[src/rtl/spi_cmd_pkg.sv]
package spi_cmd_pkg;

  localparam int CNT_W = 4;

  localparam logic [3:0] OFS_OPCODE = 4'h0;
  localparam logic [3:0] OFS_COUNTS = 4'h1;
  localparam logic [3:0] OFS_CTRL   = 4'h2;
  localparam logic [3:0] OFS_DATA   = 4'hC;

  localparam int CTRL_GO_BIT   = 0;
  localparam int CTRL_PCLR_BIT = 4;

  typedef struct packed {
    logic [7:0]       opcode;
    logic [CNT_W-1:0] rx_cnt;
    logic [CNT_W-1:0] tx_cnt;
  } cmd_desc_t;

endpackage

[src/rtl/spi_cmd_regs.sv]
module spi_cmd_regs
  import spi_cmd_pkg::*;
#(
  parameter int ADDR_W = 4
) (
  input  logic              clk,
  input  logic              rst,
  input  logic              wr_en,
  input  logic              rd_en,
  input  logic [ADDR_W-1:0] addr,
  input  logic [7:0]        wdata,
  output logic [7:0]        rdata,
  input  logic              busy,
  input  logic [7:0]        fifo_rdata,
  output cmd_desc_t         desc,
  output logic              start,
  output logic              ptr_clr,
  output logic              fifo_push,
  output logic              fifo_pop
);

  localparam logic [ADDR_W-1:0] A_OPC  = ADDR_W'(OFS_OPCODE);
  localparam logic [ADDR_W-1:0] A_CNT  = ADDR_W'(OFS_COUNTS);
  localparam logic [ADDR_W-1:0] A_CTRL = ADDR_W'(OFS_CTRL);
  localparam logic [ADDR_W-1:0] A_DATA = ADDR_W'(OFS_DATA);

  logic wr_ctrl;
  logic rd_act;

  always_comb begin
    wr_ctrl   = wr_en && (addr == A_CTRL);
    start     = wr_ctrl && wdata[CTRL_GO_BIT] && !busy;
    ptr_clr   = wr_ctrl && wdata[CTRL_PCLR_BIT];
    fifo_push = wr_en && (addr == A_DATA) && !busy;
    rd_act    = rd_en && !wr_en;
    fifo_pop  = rd_act && (addr == A_DATA);
  end

  always_ff @(posedge clk) begin
    if (rst) begin
      desc <= '0;
    end else if (wr_en && !busy) begin
      if (addr == A_OPC) desc.opcode <= wdata;
      if (addr == A_CNT) {desc.rx_cnt, desc.tx_cnt} <= wdata;
    end
  end

  always_ff @(posedge clk) begin
    if (rst) begin
      rdata <= 8'h00;
    end else if (rd_act) begin
      case (addr)
        A_OPC:   rdata <= desc.opcode;
        A_CNT:   rdata <= {desc.rx_cnt, desc.tx_cnt};
        A_CTRL:  rdata <= {7'b0, busy};
        A_DATA:  rdata <= fifo_rdata;
        default: rdata <= 8'h00;
      endcase
    end
  end

  // A start request that was accepted shows up as busy on the next cycle.
  assert_start_busy_R3: assert property (@(posedge clk) disable iff (rst)
    start |=> busy);

  // Command descriptor is frozen while the engine runs.
  assert_desc_frozen_R9: assert property (@(posedge clk) disable iff (rst)
    busy |=> $stable(desc));

endmodule

[src/rtl/spi_cmd_fifo.sv]
module spi_cmd_fifo #(
  parameter  int DEPTH = 8,
  localparam int PTR_W = (DEPTH > 1) ? $clog2(DEPTH) : 1
) (
  input  logic             clk,
  input  logic             rst,
  input  logic             ptr_clr,
  input  logic             push,
  input  logic             pop,
  input  logic [7:0]       push_data,
  output logic [7:0]       head_data,
  input  logic [PTR_W-1:0] eng_raddr,
  output logic [7:0]       eng_rdata,
  input  logic             eng_we,
  input  logic [PTR_W-1:0] eng_waddr,
  input  logic [7:0]       eng_wdata
);

  localparam logic [PTR_W-1:0] PTR_LAST = PTR_W'(DEPTH - 1);

  logic [7:0]       mem [DEPTH];
  logic [PTR_W-1:0] ptr;
  logic [PTR_W-1:0] ptr_inc;

  assign ptr_inc   = (ptr == PTR_LAST) ? '0 : ptr + 1'b1;
  assign head_data = mem[ptr];
  assign eng_rdata = mem[eng_raddr];

  // Single write port: engine and bus never write in the same cycle.
  always_ff @(posedge clk) begin
    if (eng_we) mem[eng_waddr] <= eng_wdata;
    else if (push) mem[ptr] <= push_data;
  end

  always_ff @(posedge clk) begin
    if (rst)              ptr <= '0;
    else if (ptr_clr)     ptr <= '0;
    else if (push || pop) ptr <= ptr_inc;
  end

  assert_one_writer_R7: assert property (@(posedge clk) disable iff (rst)
    !(eng_we && push));

  assert_ptr_step_R5: assert property (@(posedge clk) disable iff (rst)
    ((push || pop) && !ptr_clr) |=>
      (ptr == (($past(ptr) == PTR_LAST) ? '0 : $past(ptr) + 1'b1)));

  assert_ptr_clear_R4: assert property (@(posedge clk) disable iff (rst)
    ptr_clr |=> (ptr == '0));

endmodule

[src/rtl/spi_cmd_shifter.sv]
module spi_cmd_shifter
  import spi_cmd_pkg::*;
#(
  parameter  int DIV    = 4,
  parameter  int DEPTH  = 8,
  localparam int HALF   = DIV / 2,
  localparam int PH_W   = (DIV > 1) ? $clog2(DIV) : 1,
  localparam int PTR_W  = (DEPTH > 1) ? $clog2(DEPTH) : 1,
  localparam int BYTE_W = CNT_W + 2
) (
  input  logic             clk,
  input  logic             rst,
  input  logic             start,
  input  cmd_desc_t        desc,
  output logic             busy,
  output logic             sclk,
  output logic             cs_n,
  output logic             mosi,
  input  logic             miso,
  output logic [PTR_W-1:0] rd_idx,
  input  logic [7:0]       rd_data,
  output logic             wr_en,
  output logic [PTR_W-1:0] wr_idx,
  output logic [7:0]       wr_data
);

  localparam logic [PH_W-1:0] PH_RISE = PH_W'(HALF - 1);
  localparam logic [PH_W-1:0] PH_FALL = PH_W'(DIV - 1);

  logic [7:0]        sr;
  logic              rbit;
  logic [PH_W-1:0]   ph;
  logic [2:0]        bit_cnt;
  logic [BYTE_W-1:0] byte_idx;
  logic              drive;

  logic              at_rise, at_fall, byte_end, last_byte, tx_next, rx_byte;
  logic [BYTE_W-1:0] tx_w, last_idx, nxt_idx;
  logic [7:0]        rx_word;

  always_comb begin
    tx_w      = BYTE_W'(desc.tx_cnt);
    last_idx  = tx_w + BYTE_W'(desc.rx_cnt);
    nxt_idx   = byte_idx + 1'b1;
    at_rise   = busy && (ph == PH_RISE);
    at_fall   = busy && (ph == PH_FALL);
    byte_end  = at_fall && (bit_cnt == 3'd7);
    last_byte = (byte_idx == last_idx);
    tx_next   = (nxt_idx <= tx_w);
    rx_byte   = (byte_idx > tx_w);
    rx_word   = {sr[6:0], rbit};
    // Byte n (n >= 1) of the frame lives in entry n-1.
    rd_idx    = PTR_W'(byte_idx % DEPTH);
    wr_idx    = PTR_W'(BYTE_W'(byte_idx - 1'b1) % DEPTH);
    wr_en     = byte_end && rx_byte;
    wr_data   = rx_word;
  end

  always_ff @(posedge clk) begin
    if (rst) begin
      busy     <= 1'b0;
      cs_n     <= 1'b1;
      sclk     <= 1'b0;
      mosi     <= 1'b0;
      sr       <= 8'h00;
      rbit     <= 1'b0;
      ph       <= '0;
      bit_cnt  <= '0;
      byte_idx <= '0;
      drive    <= 1'b0;
    end else if (!busy) begin
      if (start) begin
        busy     <= 1'b1;
        cs_n     <= 1'b0;
        sr       <= desc.opcode;
        mosi     <= desc.opcode[7];
        drive    <= 1'b1;
        ph       <= '0;
        bit_cnt  <= '0;
        byte_idx <= '0;
      end
    end else begin
      ph <= at_fall ? '0 : ph + 1'b1;
      if (at_rise) begin
        sclk <= 1'b1;
        rbit <= miso;
      end
      if (at_fall) begin
        sclk    <= 1'b0;
        bit_cnt <= bit_cnt + 1'b1;
        if (bit_cnt == 3'd7) begin
          if (last_byte) begin
            busy  <= 1'b0;
            cs_n  <= 1'b1;
            mosi  <= 1'b0;
            drive <= 1'b0;
            sr    <= 8'h00;
          end else begin
            byte_idx <= nxt_idx;
            drive    <= tx_next;
            sr       <= tx_next ? rd_data : 8'h00;
            mosi     <= tx_next ? rd_data[7] : 1'b0;
          end
        end else begin
          sr   <= rx_word;
          mosi <= drive ? sr[6] : 1'b0;
        end
      end
    end
  end

  assert_idle_lines_R11: assert property (@(posedge clk) disable iff (rst)
    !busy |-> (cs_n && !sclk));

  assert_mosi_on_fall_R6: assert property (@(posedge clk) disable iff (rst)
    (busy && $past(busy) && !$fell(sclk)) |-> $stable(mosi));

  assert_rx_quiet_R10: assert property (@(posedge clk) disable iff (rst)
    (busy && !drive) |-> !mosi);

  assert_sclk_in_frame_R11: assert property (@(posedge clk) disable iff (rst)
    $rose(sclk) |-> !cs_n);

endmodule

[src/rtl/spi_cmd_engine.sv]
module spi_cmd_engine
  import spi_cmd_pkg::*;
#(
  parameter int ADDR_W     = 4,
  parameter int FIFO_DEPTH = 8,
  parameter int SCLK_DIV   = 4
) (
  input  logic              clk,
  input  logic              rst,
  input  logic              bus_wr,
  input  logic              bus_rd,
  input  logic [ADDR_W-1:0] bus_addr,
  input  logic [7:0]        bus_wdata,
  output logic [7:0]        bus_rdata,
  output logic              spi_sclk,
  output logic              spi_cs_n,
  output logic              spi_mosi,
  input  logic              spi_miso
);

  localparam int PTR_W = (FIFO_DEPTH > 1) ? $clog2(FIFO_DEPTH) : 1;

  cmd_desc_t        desc;
  logic             busy, start, ptr_clr, push, pop;
  logic [7:0]       head_data, eng_rdata, eng_wdata;
  logic [PTR_W-1:0] eng_raddr, eng_waddr;
  logic             eng_we;

  spi_cmd_regs #(.ADDR_W(ADDR_W)) u_regs (
    .clk        (clk),
    .rst        (rst),
    .wr_en      (bus_wr),
    .rd_en      (bus_rd),
    .addr       (bus_addr),
    .wdata      (bus_wdata),
    .rdata      (bus_rdata),
    .busy       (busy),
    .fifo_rdata (head_data),
    .desc       (desc),
    .start      (start),
    .ptr_clr    (ptr_clr),
    .fifo_push  (push),
    .fifo_pop   (pop)
  );

  spi_cmd_fifo #(.DEPTH(FIFO_DEPTH)) u_fifo (
    .clk       (clk),
    .rst       (rst),
    .ptr_clr   (ptr_clr),
    .push      (push),
    .pop       (pop),
    .push_data (bus_wdata),
    .head_data (head_data),
    .eng_raddr (eng_raddr),
    .eng_rdata (eng_rdata),
    .eng_we    (eng_we),
    .eng_waddr (eng_waddr),
    .eng_wdata (eng_wdata)
  );

  spi_cmd_shifter #(.DIV(SCLK_DIV), .DEPTH(FIFO_DEPTH)) u_shift (
    .clk     (clk),
    .rst     (rst),
    .start   (start),
    .desc    (desc),
    .busy    (busy),
    .sclk    (spi_sclk),
    .cs_n    (spi_cs_n),
    .mosi    (spi_mosi),
    .miso    (spi_miso),
    .rd_idx  (eng_raddr),
    .rd_data (eng_rdata),
    .wr_en   (eng_we),
    .wr_idx  (eng_waddr),
    .wr_data (eng_wdata)
  );

endmodule

[config.mk]
export PLATFORM = sky130hd
export DESIGN_NAME = spi_cmd_engine
export DESIGN_NICKNAME = d
export VERILOG_FILES = /design/src/rtl/spi_cmd_pkg.sv /design/src/rtl/spi_cmd_regs.sv /design/src/rtl/spi_cmd_fifo.sv /design/src/rtl/spi_cmd_shifter.sv /design/src/rtl/spi_cmd_engine.sv
export SDC_FILE = /design/constraint.sdc
export NUM_CORES = 1
export LEC_CHECK = 0
export ABC_AREA = 0
export BUFFER_PORTS_ARGS = -buffer_cell sky130_fd_sc_hd__buf_4
export CAP_MARGIN = 20
export CORE_MARGIN = 2
export CORE_UTILIZATION = 35
export DETAILED_ROUTE_END_ITERATION = 8
export GPL_TIMING_DRIVEN = 0
export PLACE_DENSITY = 0.57
export SETUP_SLACK_MARGIN = 0.4
export SYNTH_ARGS = -nofsm -noshare
export SYNTH_HDL_FRONTEND = slang
export SYNTH_SLANG_ARGS = --single-unit
[constraint.sdc]
create_clock -name clk -period 2.57 [get_ports clk]
set_input_delay 0.6425 -clock clk [delete_from_list [all_inputs] [get_ports clk]]
set_output_delay 0.6425 -clock clk [all_outputs]
set_load 0.005 [all_outputs]
; ---- Word-level counts from Yosys, hierarchy flattened
; Memories as Yosys holds them, arrays and structs flattened. A register that Yosys moved wholly into a read port is not among the register bits.
; Index checks and enable logic that the tools add are counted.
[word_totals]
reg_bits = 51
elab_cells = 120
mem_bits_ro = 0
latchBits = 0
in_bits = 17
mem_bits_rw = 64
memories = 1
[memory_table]
columns = memory, words, width, rd, rd_clocked_by_memory_dff, wr, line
row1 = u_fifo.mem, 8, 8, 2, 2, 1, spi_cmd_fifo.sv:21  ; logic [7:0] mem [DEPTH];
[op_classes]
add_sub_neg = 6
multipliers = 0
muxes = 55
order_cmp = 2
n_eq_ne = 12
bitwise_logic = 0
reduce_logical = 29
div_mod_pow = 0
shifts = 0
[op_table]
columns = operator, count
row1 = two-way mux 7 bit, 6
row2 = case mux 8 bit (4 select lines), 1
row3 = two-way mux 1 bit, 30
row4 = two-way mux 6 bit, 5
row5 = two-way mux 3 bit, 9
row6 = logical AND 1 bit, 13
row7 = AND reduction 2 bit, 5
row8 = two-way mux 8 bit, 1
row9 = inequality test 2 bit (second input constant), 4
row10 = AND reduction 4 bit, 2
row11 = OR reduction 8 bit, 1
row12 = adder 3 x 1 -> 3 bit (second input constant), 2
row13 = adder 6 x 1 -> 6 bit (second input constant), 1
row14 = == test 3 bit (second input constant), 2
row15 = == test 6 x 5 -> 1 bit, 1
row16 = greater-than comparator 6 x 4 -> 1 bit, 1
row17 = <= comparator 6 x 4 -> 1 bit, 1
row18 = two-way mux 2 bit, 3
row19 = adder 4 x 4 -> 5 bit, 1
row20 = == test 4 x 1 -> 1 bit (second input constant), 1
row21 = == test 4 x 2 -> 1 bit (second input constant), 1
row22 = == test 4 bit (second input constant), 1
row23 = zero test 4 bit, 1
row24 = nonzero test 2 bit, 2
row25 = other kinds (8), 9

; ---- Logic depth before layout (Yosys ltp)
; Gate-level depths: netlist (run 1).
[logic_depth]
ltp_word = 8
mapped_depth = 9

; ---- Cells and area by module
; Synthesis (run 1) repeated with hierarchy kept, for this count alone.
[unflattened]
hier_cells = 545
hier_area_um2 = 6453.7
[by_module_without_submodules]
columns = module, instances, area_each_um2, seq_area_each_um2, cells_per_inst
row1 = spi_cmd_fifo, 1, 3462.1, 2042.0, 190
row2 = spi_cmd_shifter, 1, 1829.3, 480.5, 226
row3 = spi_cmd_regs, 1, 1162.4, 480.5, 129

; ---- Worst setup path after synthesis (run 1)
; No wires, ideal clock.
[synth_timing]
kind = reg2reg
from = register u_shift.byte_idx[0]
to = register u_shift.sr[5]
arrival_ns = 2.322
setup_slack_ns = 0.170
setup_ns = 0.078
path_buffers = 0
stages_incl_launch_ff = 10
cell_sequence = dfxtp_1 inv_1 ha_1 ha_1 nor2b_1 o211ai_1 a21oi_1 a2111oi_1 nand3_1 o22ai_1
[synth_between]
elab_chain_cells = 7
[synth_lines]
columns = item, line
row1 = start: declaration, spi_cmd_shifter.sv:34  ; logic [BYTE_W-1:0] byte_idx;
row2 = start signal: assignment, spi_cmd_shifter.sv:99  ; byte_idx <= nxt_idx;
row3 = adder 6 x 1 -> 6 bit, spi_cmd_shifter.sv:44  ; nxt_idx = byte_idx + 1'b1;
row4 = <= comparator 6 x 4 -> 1 bit, spi_cmd_shifter.sv:49  ; tx_next = (nxt_idx <= tx_w);
row5 = two-way mux 7 bit, spi_cmd_shifter.sv:101  ; sr <= tx_next ? rd_data : 8'h00;
row6 = two-way mux 7 bit (*), spi_cmd_shifter.sv:92  ; if (last_byte) begin
row7 = two-way mux 7 bit (*), spi_cmd_shifter.sv:91  ; if (bit_cnt == 3'd7) begin
row8 = two-way mux 7 bit (*), spi_cmd_shifter.sv:88  ; if (at_fall) begin
row9 = two-way mux 7 bit (*), spi_cmd_shifter.sv:71  ; end else if (!busy) begin
row10 = end signal: assignment, spi_cmd_shifter.sv:75  ; sr <= desc.opcode;
row11 = end signal: assignment, spi_cmd_shifter.sv:101
row12 = end signal: assignment, spi_cmd_shifter.sv:105  ; sr <= rx_word;
row13 = end: declaration, spi_cmd_shifter.sv:30  ; logic [7:0] sr;
; Mark *: on every way between the ends. The rest lies on a longest branch, timed or not. The select of a mux whose other input is x is not followed.
; A chain may end at the register's enable or synchronous reset.

; ---- Worst setup path in the final report (run 1)
[layout_timing]
from = register u_regs.desc[0] (netlist name)
to = register u_shift.byte_idx[0]
[layout_between]
elab_chain_cells = 4
[layout_lines]
columns = item, line
row1 = adder 4 x 4 -> 5 bit, spi_cmd_shifter.sv:43  ; last_idx = tx_w + BYTE_W'(desc.rx_cnt);
row2 = == test 6 x 5 -> 1 bit, spi_cmd_shifter.sv:48  ; last_byte = (byte_idx == last_idx);
row3 = inequality test 2 bit (no line), n/a
row4 = AND reduction 4 bit (no line), n/a
; Every way passes these cells.

==> results of run 1 <==
cells in the mapped netlist (2+ instances only):
library cell  count
edfxtp_1         64
dfxtp_1          57
nand2_1          41
a21oi_1          33
mux4_2           32
nand3_1          27
nor2_1           26
o21ai_0          24
ha_1             20
mux2_2           16
clkbuf_1         15
o22ai_1          15
a31oi_1          12
nor2b_1          12
mux2i_1          11
buf_2             9
inv_1             9
a22oi_1           8
or3_1             8
xor2_1            7
nand4_1           5
nor3_1            5
xnor2_1           5
buf_1             3
a22o_1            2
buf_4             2
nor3b_1           2
or2_1             2
or4_1             2
cell families after synthesis:
family | synth area share [%]
AND/OR/NAND/NOR | 12.3
flip-flops | 51.1
AO/OA/AOI/OAI | 10.6
multiplexers | 16.9
buffers and inverters | 2.88
adder cells (fa/ha/maj) | 4.51
XOR/XNOR | 1.75
metal layers:
layer	global-route usage, %	share of wire [%]
met1	23.9	45
met2	28.6	48
met4	7.19	2.5
met3	4.13	4.8
met5	0	0
metrics by stage:
stage | power [mW] | utilization, % | setup WS [ps]
CTS | 4.76 | 45.1 | 96.6
floorplan | 2.17 | - | 285
global placement | 2.25 | 39.6 | -201
finish | 4.75 | 46.1 | 114
global route | 4.88 | 46.1 | 73.1
detailed placement | 2.25 | 39.6 | -240
worst register-to-register path, stage by stage, from the launching register on:
cell,delay (ps)
dfxtp_4,360
ha_4,160
fa_2,540
xor2_1,60
nor3_1,150
nand4b_1,170
or2_1,250
buf_6,130
or4_4,430
o311ai_4,90
layout make-up:
cell class / instances / area, um2 / share of cell area [%]
plain buffers: 30 / 154 / 2.00
clock buffers: 19 / 464 / 6.05
clock inverters: 13 / 164 / 2.14
inverters: 9 / 33.8 / 0.440
multi-input cells: 340 / 3100 / 40.4
flip-flops and latches: 121 / 3090 / 40.2
well taps: 220 / 275 / 3.59
repair buffers: 43 / 393 / 5.12
power groups by stage:
stage | clock network (mW) | registers (mW) | logic, mW
2_1_floorplan | 0 | 2.09 | 0.0874
3_5_place_dp | 0 | 2.09 | 0.162
5_1_grt | 2.63 | 2.05 | 0.204
3_3_place_gp | 0 | 2.09 | 0.159
4_1_cts | 2.53 | 2.05 | 0.179
6_report | 2.52 | 2.05 | 0.191
repair_timing:
item / CTS / global route
buffers inserted: 8 / 8
pin swaps: 16 / 12
hold buffers: 0 / 0
resized for setup: 47 / 24
endpoints found under the setup margin: 92 / 91
worst max-delay path by stage:
stage	startpoint	endpoint	slack (ps)	cells after the start
final	u_regs.desc[0]$_SDFFE_PP0P_	u_shift.byte_idx[0]$_SDFFE_PP0N_	110	9
after global routing	u_regs.desc[0]$_SDFFE_PP0P_	u_shift.byte_idx[0]$_SDFFE_PP0N_	70	9
after CTS	u_regs.desc[0]$_SDFFE_PP0P_	u_shift.byte_idx[0]$_SDFFE_PP0N_	100	9
after detailed placement	bus_wr	u_fifo.mem[1][5]$_DFFE_PP_	-240	7
after global placement	bus_wr	u_fifo.mem[1][4]$_DFFE_PP_	-200	7
after floorplan	u_regs.desc[0]$_SDFFE_PP0P_	u_shift.byte_idx[0]$_SDFFE_PP0N_	280	9
sequential cells by signal, indices dropped and copies added, names as in the netlist, 2 cells and up, named ones only:
signal,cells
u_regs.rdata,8
u_shift.bit_cnt,3
u_shift.byte_idx,6
u_fifo.ptr,3
u_shift.ph,2
u_fifo.mem,64
u_shift.sr,7
u_regs.desc,16
cell usage in the layout, fill, tap and decap left out, types with 4 or more instances in the layout:
cell,count
nand4_1,5
edfxtp_1,64
dfxtp_1,47
inv_1,7
dfxtp_4,5
nand3_1,26
mux4_2,32
clkbuf_16,18
buf_2,5
nor2_4,9
xor2_1,7
ha_1,16
o22ai_2,5
nor2b_1,10
nor2_1,17
clkbuf_1,14
nand2_1,40
a21oi_1,29
or3_1,8
mux2i_1,11
mux2_2,16
a31oi_1,10
a22oi_1,8
buf_4,40
buf_6,4
o21ai_0,19
buf_12,5
dfxtp_2,5
o22ai_1,10
nor3_1,4
==> flow_metrics.tcl, run 1 <==
set metrics [dict create \
    status "completed" \
    power_frac_comb_pct 4.0 \
    drcViolationCount 0 \
    routed_wl_mm 15.7 \
    first_pass_iters 4 \
    hpwl_mm 11.4 \
    synth_top_area_share_pct 32.0 \
    syn_area_um2 6000 \
    cts_buffers 17 \
    insertion_delay_ps 430 \
    synth-edff-count 64 \
    async_reset_ff_share_pct 0 \
    drv_slew 0 \
    port_buffers 27 \
    globalRouteTotalUtil_pct 18.0 \
    cp.required_ps 2880 \
    via_per_inst 5.50 \
    cts_sinks 121 \
    critPathMaxFanout 5 \
    overflow 0 \
    drv_cap 0 \
    area_growth_pct 28.0 \
    switching_power_mw 1.03 \
    rows 47 \
    crit_type "register to register" \
    max_slew_margin_pct 47.2 \
    min_path_type "primary input to register" \
    holdPathStages 3 \
    power_frac_clock_pct 52.9 \
    ys_seq_elements 121 \
    grt_antenna_before_repair 0 \
    p_leak_nw 2.65 \
    pwr-share-seq_pct 43.1 \
    ant_nets 0 \
    synth.avg_cell_area_um2 12.0 \
    drtIter0Drc 436 \
    postSynthCellCount 500 \
    ys_types 55 \
    hp-start "spi_miso" \
    peakVddDrop_v 0.000427 \
    drive_gt1_share_pct 34.4 \
    setup-tns-final_ps 0 \
    cp_slowest_cell "fa_2" \
    rr_endpoint "u_shift.byte_idx[0]$_SDFFE_PP0N_" \
    vias 4371 \
    pwr_density_cell_nw_per_um2 619 \
    synth_ff_type "edfxtp_1" \
    netSwitchingFraction_pct 21.6 \
    worst_pin_slew_ps 791 \
    yosys.area.top_type "edfxtp_1" \
    synthesis.nets 538 \
    dieArea_um2 18200 \
    timing.rr.start "u_regs.desc[0]$_SDFFE_PP0P_" \
    wl_per_cell_um 19.8 \
    skew_ps 10.2 \
    synthTopCellsByArea "edfxtp_1 32%, dfxtp_1 19%, mux4_2 12%" \
    setup-violations-final 0 \
    fin_crit_sh_pct 95.6 \
    r2r_setup_slack_ps 110 \
    clockRootBuffer "clkbuf_16" \
    clockBufferDepth 2 \
    internal_power_mw 3.73 \
    fillers 1452 \
    grt_pass1_vias 4308 \
    start_util_pct 36.0 \
    ios 28 \
    cts_tree "yes" \
    core_um2 16600 \
    ys_warn_count 0 \
    start_kind "register" \
    rr_worst_depth 9 \
    final-hold-violation-count 0 \
    post_dp_cell_area_um2 6580 \
    n_antenna_cell 0 \
    worst_setup_path_end_kind "register" \
    finalNonFillerCells 795 \
    path_buf_inv 1 \
    dp_cells 747 \
    rsz0062_at_grt "true" \
    routabilityCongestion 0.825 \
    critical_path.cell_chain "ha_4 -> fa_2 -> xor2_1 -> nor3_1 -> nand4b_1 -> or2_1 -> buf_6 -> or4_4 -> o311ai_4" \
    seq_area_frac_synth_pct 51.1 \
    fin_crit_ps 2460 \
    htree_levels 4 \
    max_freq_mhz 407 \
    grt_start_max_net_pins 17 \
    die_h_um 135 \
    grt_pass1_wl_mm 24.6 \
    hold_ws_ps 481 \
    holdPathEnd "u_shift.rbit$_SDFFE_PP0P_" \
    finalInstanceArea_um2 7680 \
    max_stage_delay_ps 540 \
    die_w_um 135 \
    crit_family "simple AND/OR/NAND/NOR gates" \
    clkTransAtPathRegs_ps 60 \
    critPathArrivalTime_ps 2770 \
    fin_nets 600 \
]
Note: power is estimated with default switching activity, not from simulation.
==> run 2, diff against run 1 <==
Settings changed: ABC_AREA 0 to 1, CTS_BUF_LIST from default to sky130_fd_sc_hd__clkbuf_2 sky130_fd_sc_hd__clkbuf_4 sky130_fd_sc_hd__clkbuf_8.
==> flow_metrics.tcl, run 2 <==
set metrics [dict create \
    status "completed" \
    ys_types 40 \
    synth.most_common_cell "nand2_1" \
    hpwl_mm 14.8 \
    synth.avg_cell_area_um2 7.94 \
    ios 28 \
    routabilityCongestion 0.887 \
    worst_pin_slew_ps 698 \
    skew_ps 10.8 \
    grt_start_max_net_pins 17 \
    timing.rr.start "u_regs.desc[2]$_SDFFE_PP0P_" \
    synth_fa_ha_area_share_pct 4.18 \
    drtIter0Drc 630 \
    rows 49 \
    max_stage_delay_ps 390 \
    r2r_setup_slack_ps 480 \
    area_growth_pct 20.2 \
    overflow 0 \
    clockRootBuffer "clkbuf_8" \
    grt_pass1_wl_mm 30.8 \
    crit_family "simple AND/OR/NAND/NOR gates" \
    holdPathStages 2 \
    rr_endpoint "u_fifo.mem[3][6]$_DFFE_PP_" \
    port_buffers 26 \
    drcViolationCount 0 \
    core_um2 18000 \
    rsz0062_at_grt "true" \
    async_reset_ff_share_pct 0 \
    synthMuxAreaShare_pct 0 \
    holdPathEnd "u_shift.bit_cnt[1]$_SDFFE_PP0P_" \
    fin_crit_sh_pct 81.3 \
    peakVddDrop_v 0.000322 \
    critical_path.cell_chain "inv_1 -> ha_1 -> nand2_1 -> o21ai_0 -> nand2_1 -> a21o_1 -> nand2_2 -> nand2_4 -> nor2_4 -> buf_12" \
    regMostFlops "u_fifo.mem" \
    grt_pass1_vias 5395 \
    dieArea_um2 19600 \
    seq_area_frac_synth_pct 47.4 \
    drv_slew 0 \
    worstSetupStartpoint "u_regs.desc[2]$_SDFFE_PP0P_" \
    synth_top_family_by_area "simple AND/OR/NAND/NOR gates" \
    syn_area_um2 6470 \
    via_per_inst 5.12 \
    clkTransAtPathRegs_ps 70 \
    globalRouteTotalUtil_pct 20.7 \
    dp_cells 1075 \
    ys_seq_elements 121 \
    worst_setup_path_end_kind "register" \
    synth_compound_area_share_pct 15.4 \
    final-hold-violation-count 0 \
    routed_wl_mm 19.8 \
    start_kind "register" \
    largest_reg_flops 64 \
    layout_commonest_cell "nand2_1" \
    cts_tree "yes" \
    finalNonFillerCells 1122 \
    critPathArrivalTime_ps 2260 \
    cp_slowest_cell "dfxtp_1" \
    wl_per_cell_um 17.7 \
    hp-start "u_shift.bit_cnt[1]$_SDFFE_PP0P_" \
    cts_sinks 121 \
    most-common-layout-cells "151 x nand2_1, 103 x inv_1, 70 x a21oi_1, 68 x nor2_1, 66 x nand3_1" \
    die_w_um 140 \
    ctsHoldBuffers 0 \
    crit_type "register to register" \
    synth-edff-count 64 \
    setup-violations-final 0 \
    synthSimpleGateAreaFrac_pct 22.8 \
    hold_ws_ps 469 \
    grt_antenna_before_repair 0 \
    max_slew_margin_pct 53.0 \
    postLayoutCoreUtil_pct 43.1 \
    synth_top_area_share_pct 29.7 \
    first_pass_iters 5 \
    pwr_density_cell_nw_per_um2 552 \
    path_buf_inv 2 \
    synth_ff_type "edfxtp_1" \
    synthTopCellsByArea "edfxtp_1 30%, dfxtp_1 18%, nand2_1 8.9%" \
    min_path_type "register to register" \
    largestRegisters "u_fifo.mem: 64 flops, u_regs.desc: 16 flops, u_regs.rdata: 8 flops" \
    clockBufferDepth 2 \
    insertion_delay_ps 450 \
    ys_warn_count 0 \
    rr_worst_depth 10 \
    p_leak_nw 3.27 \
    fin_nets 918 \
    pre_cts_slack_ps -241 \
    power_mw 4.29 \
    die_h_um 140 \
    crit_top_cell "nand2_1" \
    ant_nets 0 \
    vias 5744 \
    yosys.area.top_type "edfxtp_1" \
    synth_xor_area_share_pct 0.387 \
    n_antenna_cell 0 \
    drive_gt1_share_pct 18.3 \
    postSynthCellCount 815 \
    max_freq_mhz 478 \
    drv_cap 0 \
    cp.required_ps 2740 \
    ys_top_cells_by_count "154 x nand2_1, 103 x inv_1, 79 x nor2_1" \
    start_util_pct 35.9 \
    fin_crit_ps 2090 \
    worst_slack_ps 480 \
    htree_levels 4 \
    synthesis.nets 853 \
    cts_buffers 17 \
    critPathMaxFanout 8 \
]
## run 2: per-layer routing
metal,GRT usage [%],wire length (um)
met3,4.65,1250
met2,32.1,8950
met4,8.37,650
met5,0,0
met1,28.2,8990
## run 2: tightest hold or removal path, cell delays in order (launching register included)
cell and delay (ps):
dfxtp_1 320, nand2_1 60, a21oi_1 50
## run 2: how the worst max path moves through the flow
stage               cells past startpoint                    endpoint
finish                                 10  u_fifo.mem[3][6]$_DFFE_PP_
detailed placement                      8  u_fifo.mem[1][1]$_DFFE_PP_
global route                            9  u_fifo.mem[5][0]$_DFFE_PP_
CTS                                     9  u_fifo.mem[5][5]$_DFFE_PP_
global placement                        7  u_fifo.mem[6][6]$_DFFE_PP_
floorplan                               7  u_fifo.mem[1][0]$_DFFE_PP_
## run 2: cell families after synthesis
kind of cell	count (synthesis)
flip-flops	121
AND/OR/NAND/NOR	332
buffers and inverters	156
AO/OA/AOI/OAI	183
XOR/XNOR	2
adder cells (fa/ha/maj)	21
## run 2: what timing repair did
item | CTS | global route
pin swaps | 13 | 12
resized for setup | 29 | 22
cloned | 2 | 0
setup endpoints to repair | 75 | 83
buffers inserted | 7 | 4
## run 2: final cells by class
class | instances | area (um2)
Clock inverter | 13 | 176
Clock buffer | 19 | 249
Multi-Input combinational cell | 540 | 2940
Timing Repair Buffer | 44 | 398
Fill cell | 1825 | 10200
Sequential cell | 121 | 3080
Inverter | 121 | 457
Buffer | 35 | 185
Tap cell | 229 | 287
## run 2: through the flow
step	TNS, ps	cell area [um2]
detailed placement	-11740	6980
global route	0	7770
global placement	-19710	6950
CTS	0	7640
finish	0	7770
floorplan	0	6470
## run 2: power by group
group	switching [mW]	total, mW	internal (mW)
registers	0.0229	2.07	2.04
clock network	0.811	1.88	1.07
logic	0.229	0.346	0.117
total	1.06	4.29	3.23
==> run 3, diff against run 2 <==
Settings changed: PLACE_DENSITY 0.57 to 0.55.
Clock period 2.57 ns to 2.1 ns, I/O delays scaled along.
==> flow_metrics.tcl, run 3 (synthesis results as in run 2) <==
set metrics [dict create \
    timing.rr.start "u_regs.desc[4]$_SDFFE_PP0P_" \
    cts_sinks 121 \
    grt_pass1_wl_mm 31.7 \
    most-common-layout-cells "144 x nand2_1, 99 x inv_1, 68 x a21oi_1, 66 x nand3_1" \
    dp_cells 1073 \
    setup-tns-final_ps 0 \
    ios 28 \
    holdPathStages 3 \
    routed_wl_mm 20.6 \
    clockRootBuffer "clkbuf_8" \
    fin_nets 923 \
    die_w_um 140 \
    rows 49 \
    grt_antenna_before_repair 1 \
    worst_pin_slew_ps 609 \
    max_slew_margin_pct 59.4 \
    start_util_pct 35.9 \
    vias 5854 \
    finalNonFillerCells 1127 \
    largestRegisters "u_fifo.mem: 64 flops, u_regs.desc: 16 flops, u_regs.rdata: 8 flops" \
    layout_commonest_cell "nand2_1" \
    wl_per_cell_um 18.3 \
    start_kind "register" \
    cts_buffers 17 \
    worstSetupStartpoint "u_regs.desc[4]$_SDFFE_PP0P_" \
    core_um2 18000 \
    grt_pass1_vias 5670 \
    insertion_delay_ps 450 \
    critPathMaxFanout 5 \
    r2r_setup_slack_ps 90 \
    area_growth_pct 24.5 \
    pwr_density_cell_nw_per_um2 647 \
    drv_cap 0 \
    rr_worst_depth 11 \
    dieArea_um2 19600 \
    drcViolationCount 0 \
    p_leak_nw 3.35 \
    cp.required_ps 2430 \
    final-hold-violation-count 0 \
    crit_type "register to register" \
    cts_tree "yes" \
    holdPathEnd "u_shift.rbit$_SDFFE_PP0P_" \
    port_buffers 26 \
    clockBufferDepth 2 \
    via_per_inst 5.19 \
    fin_crit_ps 2010 \
    grt_start_max_net_pins 17 \
    min_path_type "primary input to register" \
    first_pass_iters 6 \
    hpwl_mm 14.9 \
    critPathArrivalTime_ps 2340 \
    largest_reg_flops 64 \
    die_h_um 140 \
    rsz0062_at_grt "true" \
    fillers 1819 \
    setup-violations-final 0 \
    regMostFlops "u_fifo.mem" \
    ctsHoldBuffers 0 \
    max_freq_mhz 498 \
    clkTransAtPathRegs_ps 70 \
    globalRouteTotalUtil_pct 21.4 \
    hold_ws_ps 378 \
    skew_ps 19.5 \
    htree_levels 4 \
    overflow 0 \
    rr_endpoint "u_shift.byte_idx[0]$_SDFFE_PP0N_" \
    drtIter0Drc 374 \
    drive_gt1_share_pct 22.7 \
    drv_slew 0 \
    status "completed" \
    n_antenna_cell 0 \
    fin_crit_sh_pct 95.7 \
    hp-start "spi_miso" \
    ant_nets 0 \
    pre_cts_slack_ps -316 \
    peakVddDrop_v 0.000392 \
    worst_slack_ps 90.0 \
    worst_setup_path_end_kind "register" \
    power_mw 5.21 \
    routabilityCongestion 0.887 \
]
## run 3: changes by cell type in the layout (fill, tap and decap cells not counted), sizes merged
cell    before  now
buf         67   73
bufinv       4    3
## run 3: critical path, stage by stage (launching register included)
cell	delay (ps)
dfxtp_4	360
ha_4	160
fa_2	530
nor2_1	50
nor2_1	90
nand3_1	110
nor2_4	140
nand4_4	130
nand2_4	140
inv_4	50
nor2_4	90
nor2_4	60
## run 3: how the worst max path moves through the flow
stage,end,slack (ps),depth (start not counted)
after detailed placement,u_fifo.mem[5][4]$_DFFE_PP_,-320,7
after global placement,u_fifo.mem[2][0]$_DFFE_PP_,-670,7
after floorplan,u_shift.busy$_SDFF_PP0_,220,10
final,u_shift.byte_idx[0]$_SDFFE_PP0N_,90,11
after global routing,register,-40,11
after CTS,u_shift.byte_idx[0]$_SDFFE_PP0N_,80,11
## run 3: layout make-up
class / instances / area, um2 / area share [%]
buffer: 35 / 193 / 2.39
clock buffer: 20 / 256 / 3.19
clock inverter: 12 / 150 / 1.86
inverter: 121 / 467 / 5.80
multi-input combinational: 540 / 3150 / 39.1
sequential: 121 / 3090 / 38.4
tap: 229 / 287 / 3.56
timing repair buffer: 49 / 460 / 5.72
## run 3: repair_timing
action / 4_1_cts / 5_1_grt
pin swaps: 30 / 22
gates resized for setup: 48 / 11
setup buffers: 18 / 2
cloned: 2 / 0
endpoints found under the setup margin: 128 / 111
endpoints found under the hold margin: 0 / 0
## run 3: layer usage
metal,global-route usage [%],up-vias,wire length (um)
met3,4.51,45,1150
li1,-,2868,-
met4,9.58,0,742
met1,28.3,2743,9350
met5,0,-,0
met2,33.8,198,9390
## run 3: metrics by stage
stage | cell area, um2 | utilization (%)
after floorplan | 6660 | -
after global placement | 7140 | 39.6
after detailed placement | 7150 | 39.7
after CTS | 7980 | 44.3
after global routing | 8050 | 44.7
final | 8050 | 44.7
## run 3: power breakdown
group          internal [mW]  switching [mW]  total [mW]
Sequential              2.50          0.0303        2.53
Combinational          0.164           0.290       0.453
Clock                   1.21            1.01        2.22
Total                   3.87            1.33        5.21
